$ cat src/rtl/dsp_pkg.sv
package dsp_pkg;

  localparam int NUM_EVT    = 7;
  localparam int NUM_SHORT  = 5;

  // event bit positions, decoded by software and by the shortcut logic
  localparam int EV_STOPPED = 0;
  localparam int EV_START0  = 1;
  localparam int EV_START1  = 2;
  localparam int EV_END0    = 3;
  localparam int EV_END1    = 4;
  localparam int EV_PERIOD  = 5;
  localparam int EV_LOOPS   = 6;

  // shortcut bit positions
  localparam int SC_END0_STOP   = 0;
  localparam int SC_END1_STOP   = 1;
  localparam int SC_LOOPS_GO0   = 2;
  localparam int SC_LOOPS_GO1   = 3;
  localparam int SC_LOOPS_STOP  = 4;

  typedef enum logic [2:0] {
    ST_IDLE  = 3'd0,
    ST_RUN   = 3'd1,
    ST_DELAY = 3'd2,
    ST_HOLD  = 3'd3,
    ST_HALT  = 3'd4
  } play_state_e;

  // control -> datapath strobes
  typedef struct packed {
    logic                loadLoop;
    logic                decLoop;
    logic                clrRep;
    logic                incRep;
    logic                clrDly;
    logic                incDly;
    logic                fetch;
    logic [NUM_EVT-1:0]  evt;
  } ctrl_strobe_t;

  // datapath -> control status
  typedef struct packed {
    logic repMore;
    logic dlyLast;
    logic dlyZero;
    logic loopOne;
    logic loopZero;
  } dp_status_t;

endpackage

$ cat src/rtl/dsp_ctrl.sv
module dsp_ctrl
  import dsp_pkg::*;
(
  input  logic         clk,
  input  logic         rst_n,
  input  logic         startSeq0,
  input  logic         startSeq1,
  input  logic         stopReq,
  input  logic         nextStep,
  input  logic         periodEnd,
  input  logic         lastRead,
  input  logic         stepTriggered,
  input  logic [NUM_SHORT-1:0] shortMask,
  input  logic         fbEnd0,
  input  logic         fbEnd1,
  input  logic         fbLoops,
  input  dp_status_t   sts,
  output ctrl_strobe_t stb,
  output logic         seqSel,
  output logic         runOut
);

  play_state_e state, stateNext;
  logic        selNext;
  logic        lastSeen, lastNext;

  logic goSeq0, goSeq1, goStop;
  logic advance, wrapUp, finalUnit, finalVal;

  // shortcuts: last cycle's events act like task pulses now
  assign goSeq0 = startSeq0 | (shortMask[SC_LOOPS_GO0] & fbLoops);
  assign goSeq1 = startSeq1 | (shortMask[SC_LOOPS_GO1] & fbLoops);
  assign goStop = stopReq
                | (shortMask[SC_END0_STOP]  & fbEnd0)
                | (shortMask[SC_END1_STOP]  & fbEnd1)
                | (shortMask[SC_LOOPS_STOP] & fbLoops);

  assign finalUnit = sts.loopOne & seqSel;
  assign finalVal  = finalUnit & lastSeen;

  always_comb begin
    stateNext = state;
    selNext   = seqSel;
    lastNext  = lastSeen;
    stb       = '0;
    advance   = 1'b0;
    wrapUp    = 1'b0;

    if (goSeq0 | goSeq1) begin
      selNext      = ~goSeq0;
      stateNext    = ST_RUN;
      lastNext     = 1'b0;
      stb.loadLoop = 1'b1;
      stb.clrRep   = 1'b1;
      stb.fetch    = 1'b1;
      stb.evt[goSeq0 ? EV_START0 : EV_START1] = 1'b1;
    end else if (goStop) begin
      if (state == ST_IDLE) stb.evt[EV_STOPPED] = 1'b1;
      else                  stateNext = ST_HALT;
    end else begin
      unique case (state)
        ST_RUN: begin
          if (lastRead) begin
            lastNext = 1'b1;
            stb.evt[seqSel ? EV_END1 : EV_END0] = 1'b1;
          end
          if (periodEnd) stb.evt[EV_PERIOD] = 1'b1;
          if (stepTriggered) begin
            advance = nextStep;
          end else if (periodEnd) begin
            if (sts.repMore && !finalVal) stb.incRep = 1'b1;
            else                          advance    = 1'b1;
          end
          if (advance) begin
            stb.clrRep = 1'b1;
            if (!lastSeen) begin
              stb.fetch = 1'b1;
            end else if (finalUnit) begin
              stb.evt[EV_LOOPS] = 1'b1;
              stateNext = ST_HOLD;
            end else if (!stepTriggered && !sts.dlyZero) begin
              stb.clrDly = 1'b1;
              stateNext  = ST_DELAY;
            end else begin
              wrapUp = 1'b1;
            end
          end
        end
        ST_DELAY: begin
          if (periodEnd) begin
            stb.evt[EV_PERIOD] = 1'b1;
            if (sts.dlyLast) wrapUp     = 1'b1;
            else             stb.incDly = 1'b1;
          end
        end
        ST_HOLD: begin
          if (periodEnd) stb.evt[EV_PERIOD] = 1'b1;
        end
        ST_HALT: begin
          if (periodEnd) begin
            stb.evt[EV_PERIOD]  = 1'b1;
            stb.evt[EV_STOPPED] = 1'b1;
            stateNext = ST_IDLE;
          end
        end
        default: ;
      endcase

      // a sequence has fully played: hold, hand over, or close a loop
      if (wrapUp) begin
        if (sts.loopZero) begin
          stateNext = ST_HOLD;
        end else begin
          stateNext  = ST_RUN;
          selNext    = ~seqSel;
          lastNext   = 1'b0;
          stb.clrRep = 1'b1;
          stb.fetch  = 1'b1;
          if (!seqSel) begin
            stb.evt[EV_START1] = 1'b1;
          end else begin
            stb.decLoop        = 1'b1;
            stb.evt[EV_START0] = 1'b1;
          end
        end
      end
    end
  end

  always_ff @(posedge clk or negedge rst_n) begin
    if (!rst_n) begin
      state    <= ST_IDLE;
      seqSel   <= 1'b0;
      lastSeen <= 1'b0;
    end else begin
      state    <= stateNext;
      seqSel   <= selNext;
      lastSeen <= lastNext;
    end
  end

  assign runOut = (state != ST_IDLE);

  AST_STOP_AT_BOUNDARY: assert property (@(posedge clk) disable iff (!rst_n)
    $fell(runOut) |-> $past(periodEnd)) else $error("run fell off a period boundary");

  AST_DELAY_ONLY_AUTO: assert property (@(posedge clk) disable iff (!rst_n)
    (state == ST_DELAY) |-> !$past(stepTriggered) || $past(state == ST_DELAY)) else $error("delay entered in triggered mode");

endmodule

$ cat src/rtl/dsp_dpath.sv
module dsp_dpath
  import dsp_pkg::*;
#(
  parameter int LOOP_W = 16,
  parameter int REP_W  = 8,
  parameter int DLY_W  = 8
)(
  input  logic               clk,
  input  logic               rst_n,
  input  ctrl_strobe_t       stb,
  input  logic               seqSel,
  input  logic [LOOP_W-1:0]  loopCfg,
  input  logic [REP_W-1:0]   refresh0,
  input  logic [REP_W-1:0]   refresh1,
  input  logic [DLY_W-1:0]   endDelay0,
  input  logic [DLY_W-1:0]   endDelay1,
  input  logic [NUM_EVT-1:0] intEnable,
  input  logic [NUM_EVT-1:0] flagClear,
  output dp_status_t         sts,
  output logic [NUM_EVT-1:0] evtOut,
  output logic [NUM_EVT-1:0] evtFlags,
  output logic               fetchReq,
  output logic               irq
);

  localparam logic [LOOP_W-1:0] LOOP_ONE = LOOP_W'(1);

  logic [LOOP_W-1:0] loopRem;
  logic [REP_W-1:0]  repCnt;
  logic [DLY_W-1:0]  dlyCnt;
  logic [REP_W-1:0]  refreshSel;
  logic [DLY_W-1:0]  delaySel;

  assign refreshSel = seqSel ? refresh1  : refresh0;
  assign delaySel   = seqSel ? endDelay1 : endDelay0;

  always_ff @(posedge clk or negedge rst_n) begin
    if (!rst_n) begin
      loopRem <= '0;
      repCnt  <= '0;
      dlyCnt  <= '0;
    end else begin
      if (stb.loadLoop)     loopRem <= loopCfg;
      else if (stb.decLoop) loopRem <= loopRem - LOOP_ONE;
      if (stb.clrRep)       repCnt  <= '0;
      else if (stb.incRep)  repCnt  <= repCnt + REP_W'(1);
      if (stb.clrDly)       dlyCnt  <= '0;
      else if (stb.incDly)  dlyCnt  <= dlyCnt + DLY_W'(1);
    end
  end

  assign sts.repMore  = (repCnt < refreshSel);
  assign sts.dlyLast  = ({1'b0, dlyCnt} + (DLY_W+1)'(1)) == {1'b0, delaySel};
  assign sts.dlyZero  = (delaySel == '0);
  assign sts.loopOne  = (loopRem == LOOP_ONE);
  assign sts.loopZero = (loopRem == '0);

  always_ff @(posedge clk or negedge rst_n) begin
    if (!rst_n) begin
      evtOut   <= '0;
      fetchReq <= 1'b0;
    end else begin
      evtOut   <= stb.evt;
      fetchReq <= stb.fetch;
    end
  end

  // one sticky flag per event; a new event beats a clear
  for (genvar gi = 0; gi < NUM_EVT; gi++) begin : g_flag
    always_ff @(posedge clk or negedge rst_n) begin
      if (!rst_n) evtFlags[gi] <= 1'b0;
      else        evtFlags[gi] <= stb.evt[gi] | (evtFlags[gi] & ~flagClear[gi]);
    end
  end

  assign irq = |(evtFlags & intEnable);

  AST_FLAG_STICKY: assert property (@(posedge clk) disable iff (!rst_n)
    ((($past(evtFlags) & ~$past(flagClear)) & ~evtFlags) == '0)) else $error("flag dropped without clear");

  AST_REP_BOUND: assert property (@(posedge clk) disable iff (!rst_n)
    $past(stb.incRep) |-> (repCnt != '0)) else $error("repeat counter wrapped");

endmodule

$ cat src/rtl/dual_seq_player.sv
module dual_seq_player
  import dsp_pkg::*;
#(
  parameter int LOOP_W = 16,
  parameter int REP_W  = 8,
  parameter int DLY_W  = 8
)(
  input  logic               clk,
  input  logic               rst_n,
  input  logic               startSeq0,
  input  logic               startSeq1,
  input  logic               stopReq,
  input  logic               nextStep,
  input  logic               periodEnd,
  input  logic               lastRead,
  input  logic               stepTriggered,
  input  logic [LOOP_W-1:0]  loopCfg,
  input  logic [REP_W-1:0]   refresh0,
  input  logic [REP_W-1:0]   refresh1,
  input  logic [DLY_W-1:0]   endDelay0,
  input  logic [DLY_W-1:0]   endDelay1,
  input  logic [4:0]         shortMask,
  input  logic [6:0]         intEnable,
  input  logic [6:0]         flagClear,
  output logic               runOut,
  output logic               activeSeq,
  output logic               fetchReq,
  output logic [6:0]         evtOut,
  output logic [6:0]         evtFlags,
  output logic               irq
);

  ctrl_strobe_t stb;
  dp_status_t   sts;

  dsp_ctrl u_ctrl (
    .clk           (clk),
    .rst_n         (rst_n),
    .startSeq0     (startSeq0),
    .startSeq1     (startSeq1),
    .stopReq       (stopReq),
    .nextStep      (nextStep),
    .periodEnd     (periodEnd),
    .lastRead      (lastRead),
    .stepTriggered (stepTriggered),
    .shortMask     (shortMask),
    .fbEnd0        (evtOut[EV_END0]),
    .fbEnd1        (evtOut[EV_END1]),
    .fbLoops       (evtOut[EV_LOOPS]),
    .sts           (sts),
    .stb           (stb),
    .seqSel        (activeSeq),
    .runOut        (runOut)
  );

  dsp_dpath #(
    .LOOP_W (LOOP_W),
    .REP_W  (REP_W),
    .DLY_W  (DLY_W)
  ) u_dpath (
    .clk       (clk),
    .rst_n     (rst_n),
    .stb       (stb),
    .seqSel    (activeSeq),
    .loopCfg   (loopCfg),
    .refresh0  (refresh0),
    .refresh1  (refresh1),
    .endDelay0 (endDelay0),
    .endDelay1 (endDelay1),
    .intEnable (intEnable),
    .flagClear (flagClear),
    .sts       (sts),
    .evtOut    (evtOut),
    .evtFlags  (evtFlags),
    .fetchReq  (fetchReq),
    .irq       (irq)
  );

  AST_SEQEND_AFTER_READ: assert property (@(posedge clk) disable iff (!rst_n)
    (evtOut[EV_END0] | evtOut[EV_END1]) |-> $past(lastRead)) else $error("sequence end without last read");

  AST_STOPPED_IS_IDLE: assert property (@(posedge clk) disable iff (!rst_n)
    evtOut[EV_STOPPED] |-> !runOut) else $error("stopped while running");

  AST_ONE_STARTED: assert property (@(posedge clk) disable iff (!rst_n)
    $onehot0(evtOut[EV_START1:EV_START0])) else $error("two sequences started");

  AST_FETCH_WHILE_RUN: assert property (@(posedge clk) disable iff (!rst_n)
    fetchReq |-> runOut) else $error("fetch while idle");

endmodule

$ cat config.mk
export PLATFORM = sky130hd
export DESIGN_NAME = dual_seq_player
export DESIGN_NICKNAME = d
export VERILOG_FILES = /design/src/rtl/dsp_pkg.sv /design/src/rtl/dsp_ctrl.sv /design/src/rtl/dsp_dpath.sv /design/src/rtl/dual_seq_player.sv
export SDC_FILE = /design/constraint.sdc
export NUM_CORES = 1
export LEC_CHECK = 0
export BUFFER_PORTS_ARGS = -buffer_cell sky130_fd_sc_hd__clkbuf_2
export CAP_MARGIN = 40
export CORE_AREA = 8 8 110 112
export CTS_CLUSTER_SIZE = 40
export DETAILED_ROUTE_END_ITERATION = 8
export DIE_AREA = 0 0 118 120
export SYNTH_ARGS = -nofsm -noshare
export SYNTH_HDL_FRONTEND = slang
export SYNTH_SLANG_ARGS = --single-unit
$ cat constraint.sdc
create_clock -name clk -period 4.45 [get_ports clk]
set_input_delay 0 -clock clk [delete_from_list [all_inputs] [get_ports clk]]
set_output_delay 0 -clock clk [all_outputs]
set_load 0.02 [all_outputs]
Yosys cells after proc, flatten, opt, wreduce, memory -nomap -nowiden
Cells that the tools add are included.
{ "op_classes": {"n_addsub": 4, "magnitude_cmp": 5, "n_eq_ne": 13, "mux": 90, "n_bitwise": 37, "reduce_logical": 20} }
{ "op_table": {"columns": ["op", "count"], "rows": [
  ["32-bit by 1-bit >= comparator with 1-bit output, second input constant", 2],
  ["32-bit by 5-bit < comparator with 1-bit output, second input constant", 2],
  ["8-bit 2-to-1 mux", 7],
  ["1-bit 2-to-1 mux", 52],
  ["3-bit 2-to-1 mux", 12],
  ["16-bit 2-to-1 mux", 2],
  ["8-bit by 1-bit adder with 8-bit output, second input constant", 2],
  ["16-bit by 1-bit == test with 1-bit output, second input constant", 1],
  ["16-bit zero test", 1],
  ["2-bit 2-to-1 mux", 8],
  ["16-bit by 1-bit subtractor with 16-bit output, second input constant", 1],
  ["1-bit bitwise AND", 14],
  ["1-bit OR", 13],
  ["12-bit 2-to-1 mux", 1],
  ["5-bit by 1-bit != test with 1-bit output, second input constant", 2],
  ["8-bit by 1-bit adder with 9-bit output, second input constant", 1],
  ["9-bit by 8-bit == test with 1-bit output", 1],
  ["1-bit NOT", 9],
  ["8-bit zero test", 1],
  ["8-bit < comparator", 1],
  ["2-bit nonzero test", 4],
  ["7-bit bitwise AND", 1],
  ["7-bit 2-to-1 mux", 1],
  ["7-bit OR reduction", 1],
  ["other kinds (20)", 29]
]} }
{ "totals": {"reg_bits": 52, "inputBits": 76, "out_inout_bits": 18, "elab_cells": 184} }

Logic depth before layout (Yosys ltp)
{ "logic_depth": {"depth_word": 20, "depth_mapped": 13, "depth_no_buf": 9} }

Cells and area by module
From an unflattened synthesis, not the netlist that was laid out.
{ "unflattened": {"hier_cells": 360, "area_unflattened_um2": 3223.1} }
{ "modules_own_cells": {"columns": ["mod", "n_inst", "cells_per_inst", "area_each_um2", "seq_area_each_um2"], "rows": [
  ["dsp_dpath", 1, 272, 2640.0, 1176.1],
  ["dsp_ctrl", 1, 88, 583.1, 125.1]
]} }

Worst setup path after synthesis
Ideal clock, no wire load.
{ "synth_timing": {"path_type": "register to register", "from": "register u_ctrl.seqSel", "to": "register u_dpath.loopRem[10]", "setup_ps": 124, "t_arrival_ps": 3228, "t_required_ps": 4326, "slack_ps": 1098, "path_stages_with_launch": 14, "n_path_buf": 4, "period_less_slack_ps": 3352, "cell_sequence": "dfrtp_1 buf_6 buf_2 buf_1 mux2i_1 ha_1 nand4_1 a311oi_2 a211oi_2 a2111oi_4 a32oi_2 buf_2 a32oi_1 nand2_1"} }
{ "synth_via": {"elab_chain_len": 18, "word_cells_on_any_way": 32, "cone_classes": "order compare: 1; eq/ne: 1; mux: 22; bitwise: 2; reduce/logical: 6"} }
{ "synth_lines": {"columns": ["item", "line_no", "text"], "rows": [
  ["start: declaration", "dsp_ctrl.sv:19", "output logic seqSel,"],
  ["start signal: assignment", "dsp_ctrl.sv:137", "seqSel <= selNext;"],
  ["parallel branches: the longest is 14 deep, another holds 8-bit < comparator", null, null],
  ["2-bit 2-to-1 mux (*)", "dsp_ctrl.sv:110", "if (wrapUp) begin"],
  ["12-bit 2-to-1 mux (*)", "dsp_ctrl.sv:57", "end else if (goStop) begin"],
  ["1-bit 2-to-1 mux (*)", "dsp_ctrl.sv:49", "if (goSeq0 | goSeq1) begin"],
  ["2-bit nonzero test (no source line) (*)", null, null],
  ["end signal: assignment", "dsp_dpath.sv:43", "if (stb.loadLoop) loopRem <= loopCfg;"],
  ["end signal: assignment", "dsp_dpath.sv:44", "else if (stb.decLoop) loopRem <= loopRem - LOOP_ONE;"],
  ["end: declaration", "dsp_dpath.sv:28", "logic [LOOP_W-1:0] loopRem;"]
]} }
Mark *: on every way between the ends. The select of a mux whose other input is x is not followed.
A chain may end at the register's enable or synchronous reset.

Final worst setup path
{ "layout_timing": {"from": "register u_ctrl.seqSel", "to": "register u_dpath.loopRem[12]"} }
The elaborated chain is that of the path after synthesis.

==> results_dict.tcl <==
set metrics [dict create \
    yosysTopAreaCell "dfrtp_1" \
    whs_ns 0.0664 \
    fillers 1052 \
    cp_data_arrival_time_ns 3.37 \
    max_freq_ghz 0.318 \
    ys_types 55 \
    place_congestion 0.819 \
    num_antenna_cells 0 \
    r2r-end "u_dpath.loopRem[12]" \
    cp_slowest_stage_delay_ns 0.70 \
    crit_path_end_kind "register" \
    ant_nets 0 \
    core_area_mm2 0.0105 \
    tritoncts "yes" \
    cts_root_buf "clkbuf_8" \
    leakage_uw 0.00206 \
    p_total_uw 1050 \
    critPathBufInv 0 \
    drtIter0Drc 126 \
    seq_area_frac_synth 0.367 \
    vias 3305 \
    worst_pin_slew_ns 0.864 \
    critical_path_class "register to register" \
    post_drt_wl_per_cell_um 14.9 \
    final_max_slew_viol_count 0 \
    worst_path_most_repeated_cell "o211ai_1" \
    cts_max_level 2 \
    die_area_mm2 0.0142 \
    synth_async_sr_flop_share 1.00 \
    synth_ff_type "dfrtp_1" \
    grt_overflow 0 \
    row_count 38 \
    cpMaxStageDelayCell "a32oi_2" \
    hold_end "u_dpath.loopRem[1]" \
    pwr-share-seq 0.495 \
    switching_share 0.282 \
    path_max_fanout 17 \
    r2r_start "u_ctrl.seqSel" \
    fp.dieH_um 120 \
    peakVddDrop_mv 0.109 \
    antenna_found_initial 0 \
    syn_nets 481 \
    switchingPower_uw 297 \
    path_delay_family "compound AO/OA/AOI/OAI gates" \
    numClockSinks 52 \
    worstHoldStart "loopCfg[1]" \
    drive_above_1_share 0.229 \
    io_pins 94 \
    maxCapViolCount 0 \
    finalClockSkew_ns 0.00583 \
    grt_max_degree 53 \
    yosys-top-cells-count "dfrtp_1 (52), nand2_1 (44), nand3_1 (36)" \
    min_period_over_period 0.706 \
    synth.most_common_cell "dfrtp_1" \
    clk_path_buf_depth 2 \
    synth_seq_cells 52 \
    finalSetupViolations 0 \
    required_ns 4.67 \
    final_nets 589 \
    grt_pass1_vias 3412 \
    synth.area.top_cells "dfrtp_1 (37%), nand3_1 (5.1%), mux2i_1 (4.8%)" \
    avgSynthCellArea_um2 9.01 \
    hold_viol_final 0 \
    worstPathCellList "mux2i_1 > ha_1 > a21oi_1 > o21ai_0 > a211oi_2 > a2111oi_4 > a32oi_2 > o211ai_1 > o211ai_1" \
    worst-r2r-setup-slack_ns 1.31 \
    met3_usage 0.0357 \
    syn2layout_area_growth_pct 25.5 \
    synthCells 393 \
    port_buffers 93 \
    die_x_um 118 \
    pwr-share-comb 0.196 \
    power_density_mw_per_mm2 237 \
    grt_use_met2 0.219 \
    rr_worst_depth 9 \
    clk_pin_slew_ns 0.10 \
    dp_hpwl_um 7460 \
    p_int_uw 756 \
    yosysTopAreaCellShare 0.367 \
    startpoint_type "register" \
    period_needed_ns 3.14 \
    clk_latency_ns 0.30 \
    busiest_layer "met2" \
    yosys_warnings 0 \
    viasPerCell 5.15 \
    max-slew-margin-rel 0.416 \
    status "finished, final reports clean" \
    grtUsageMet1 0.171 \
    whs_path_depth 4 \
    grt_pass1_wl_um 16200 \
    rsz0062_at_grt "no" \
    wirelength_um 9580 \
    cts_setup_buffers 0 \
    synth-edff-count 0 \
    fin_setup_tns_ns 0 \
    drc 0 \
    track_usage 0.134 \
    firstDrtPassIters 4 \
    cts-buffers-inserted 5 \
    initial_core_util 0.337 \
    hold_path_class "input pin to register" \
    power_frac_clock 0.310 \
    syn_area_mm2 0.00354 \
]
-- stage by stage --
step,util,std cells,area [µm²],setup WS (ns)
after floorplan,-,393,3540,1.10
final,0.423,642,4450,1.31
after CTS,0.423,642,4450,1.32
after global placement,0.390,610,4090,1.43
after detailed placement,0.390,610,4090,1.34
after global routing,0.423,642,4450,1.04
-- cell families (layout without fill, tap and decap cells) --
logic type                 after synthesis  count (layout)  share of synthesized area
AOI/OAI and AO/OA                       74              74                      0.166
adders and majority gates               12              12                     0.0424
muxes                                   18              18                     0.0523
buffers and inverters                   31             140                     0.0428
xor gates and xnor gates                21              21                     0.0519
and+or+nand+nor                        185             185                      0.277
DFF                                     52              52                      0.367
-- registers in the layout (all words and copies together) (netlist names) --
signal and count:
u_dpath.dlyCnt 8, u_ctrl.state 3, u_dpath.evtOut 7, u_dpath.evtFlags 7, u_ctrl.seqSel 1, u_dpath.loopRem 16, u_dpath.fetchReq 1, u_ctrl.lastSeen 1
u_dpath.repCnt 8
-- cells in the final DEF, fill, tap and decap left out, types with 10 or more instances in the layout --
| master | n |
|---|---|
| or3_1 | 10 |
| mux2i_1 | 17 |
| inv_1 | 13 |
| dfrtp_1 | 52 |
| dlygate4sd3_1 | 24 |
| and3_1 | 11 |
| nand3_1 | 36 |
| xor2_1 | 12 |
| nor2_1 | 30 |
| nand2_1 | 44 |
| o211ai_1 | 10 |
| clkbuf_2 | 93 |
| ha_1 | 12 |
-- worst max-delay path by stage --
stage | startpoint | end | slack [ns] | cells past startpoint
2_1_floorplan | u_ctrl.seqSel | u_dpath.loopRem[10] | 1.10 | 13
3_3_place_gp | u_ctrl.seqSel | u_dpath.loopRem[1] | 1.43 | 9
3_5_place_dp | u_ctrl.seqSel | u_dpath.loopRem[12] | 1.34 | 9
4_1_cts | u_ctrl.seqSel | u_dpath.loopRem[12] | 1.32 | 9
5_1_grt | u_ctrl.seqSel | u_dpath.loopRem[8] | 1.04 | 9
6_report | u_ctrl.seqSel | u_dpath.loopRem[12] | 1.31 | 9
-- timing repair --
item	4_1_cts	5_1_grt
hold buffers	24	0
endpoints found under the hold margin	75	0
resized for setup	0	0
-- area by class of cell --
| cell class | count | area (µm²) | share of cell area |
|---|---|---|---|
| inverter | 13 | 48.8 | 0.0110 |
| multi-input combinational | 310 | 2090 | 0.470 |
| clock inverter | 3 | 42.5 | 0.00957 |
| timing repair buffer | 119 | 721 | 0.162 |
| sequential | 52 | 1300 | 0.293 |
| clock buffer | 5 | 68.8 | 0.0155 |
| tap | 140 | 175 | 0.0394 |
-- routing by layer --
metal | vias to the layer above | share of wire
li1 | 1659 | -
met1 | 1546 | 0.47
met2 | 89 | 0.46
met3 | 11 | 0.056
met4 | 0 | 0.015
met5 | - | 0
-- power by group through the flow --
stage | sequential [µW] | combinational, µW | clock (µW)
after global placement | 529 | 188 | 0
after CTS | 521 | 209 | 342
after floorplan | 528 | 113 | 0
after global routing | 525 | 231 | 356
final | 521 | 206 | 326
after detailed placement | 530 | 192 | 0
-- tightest hold or removal path, stage by stage --
cell,delay (ns)
clkbuf_2,0.10
nor2_1,0.10
a31oi_1,0.05
o31a_1,0.09
(Power assumes the default switching activity.)
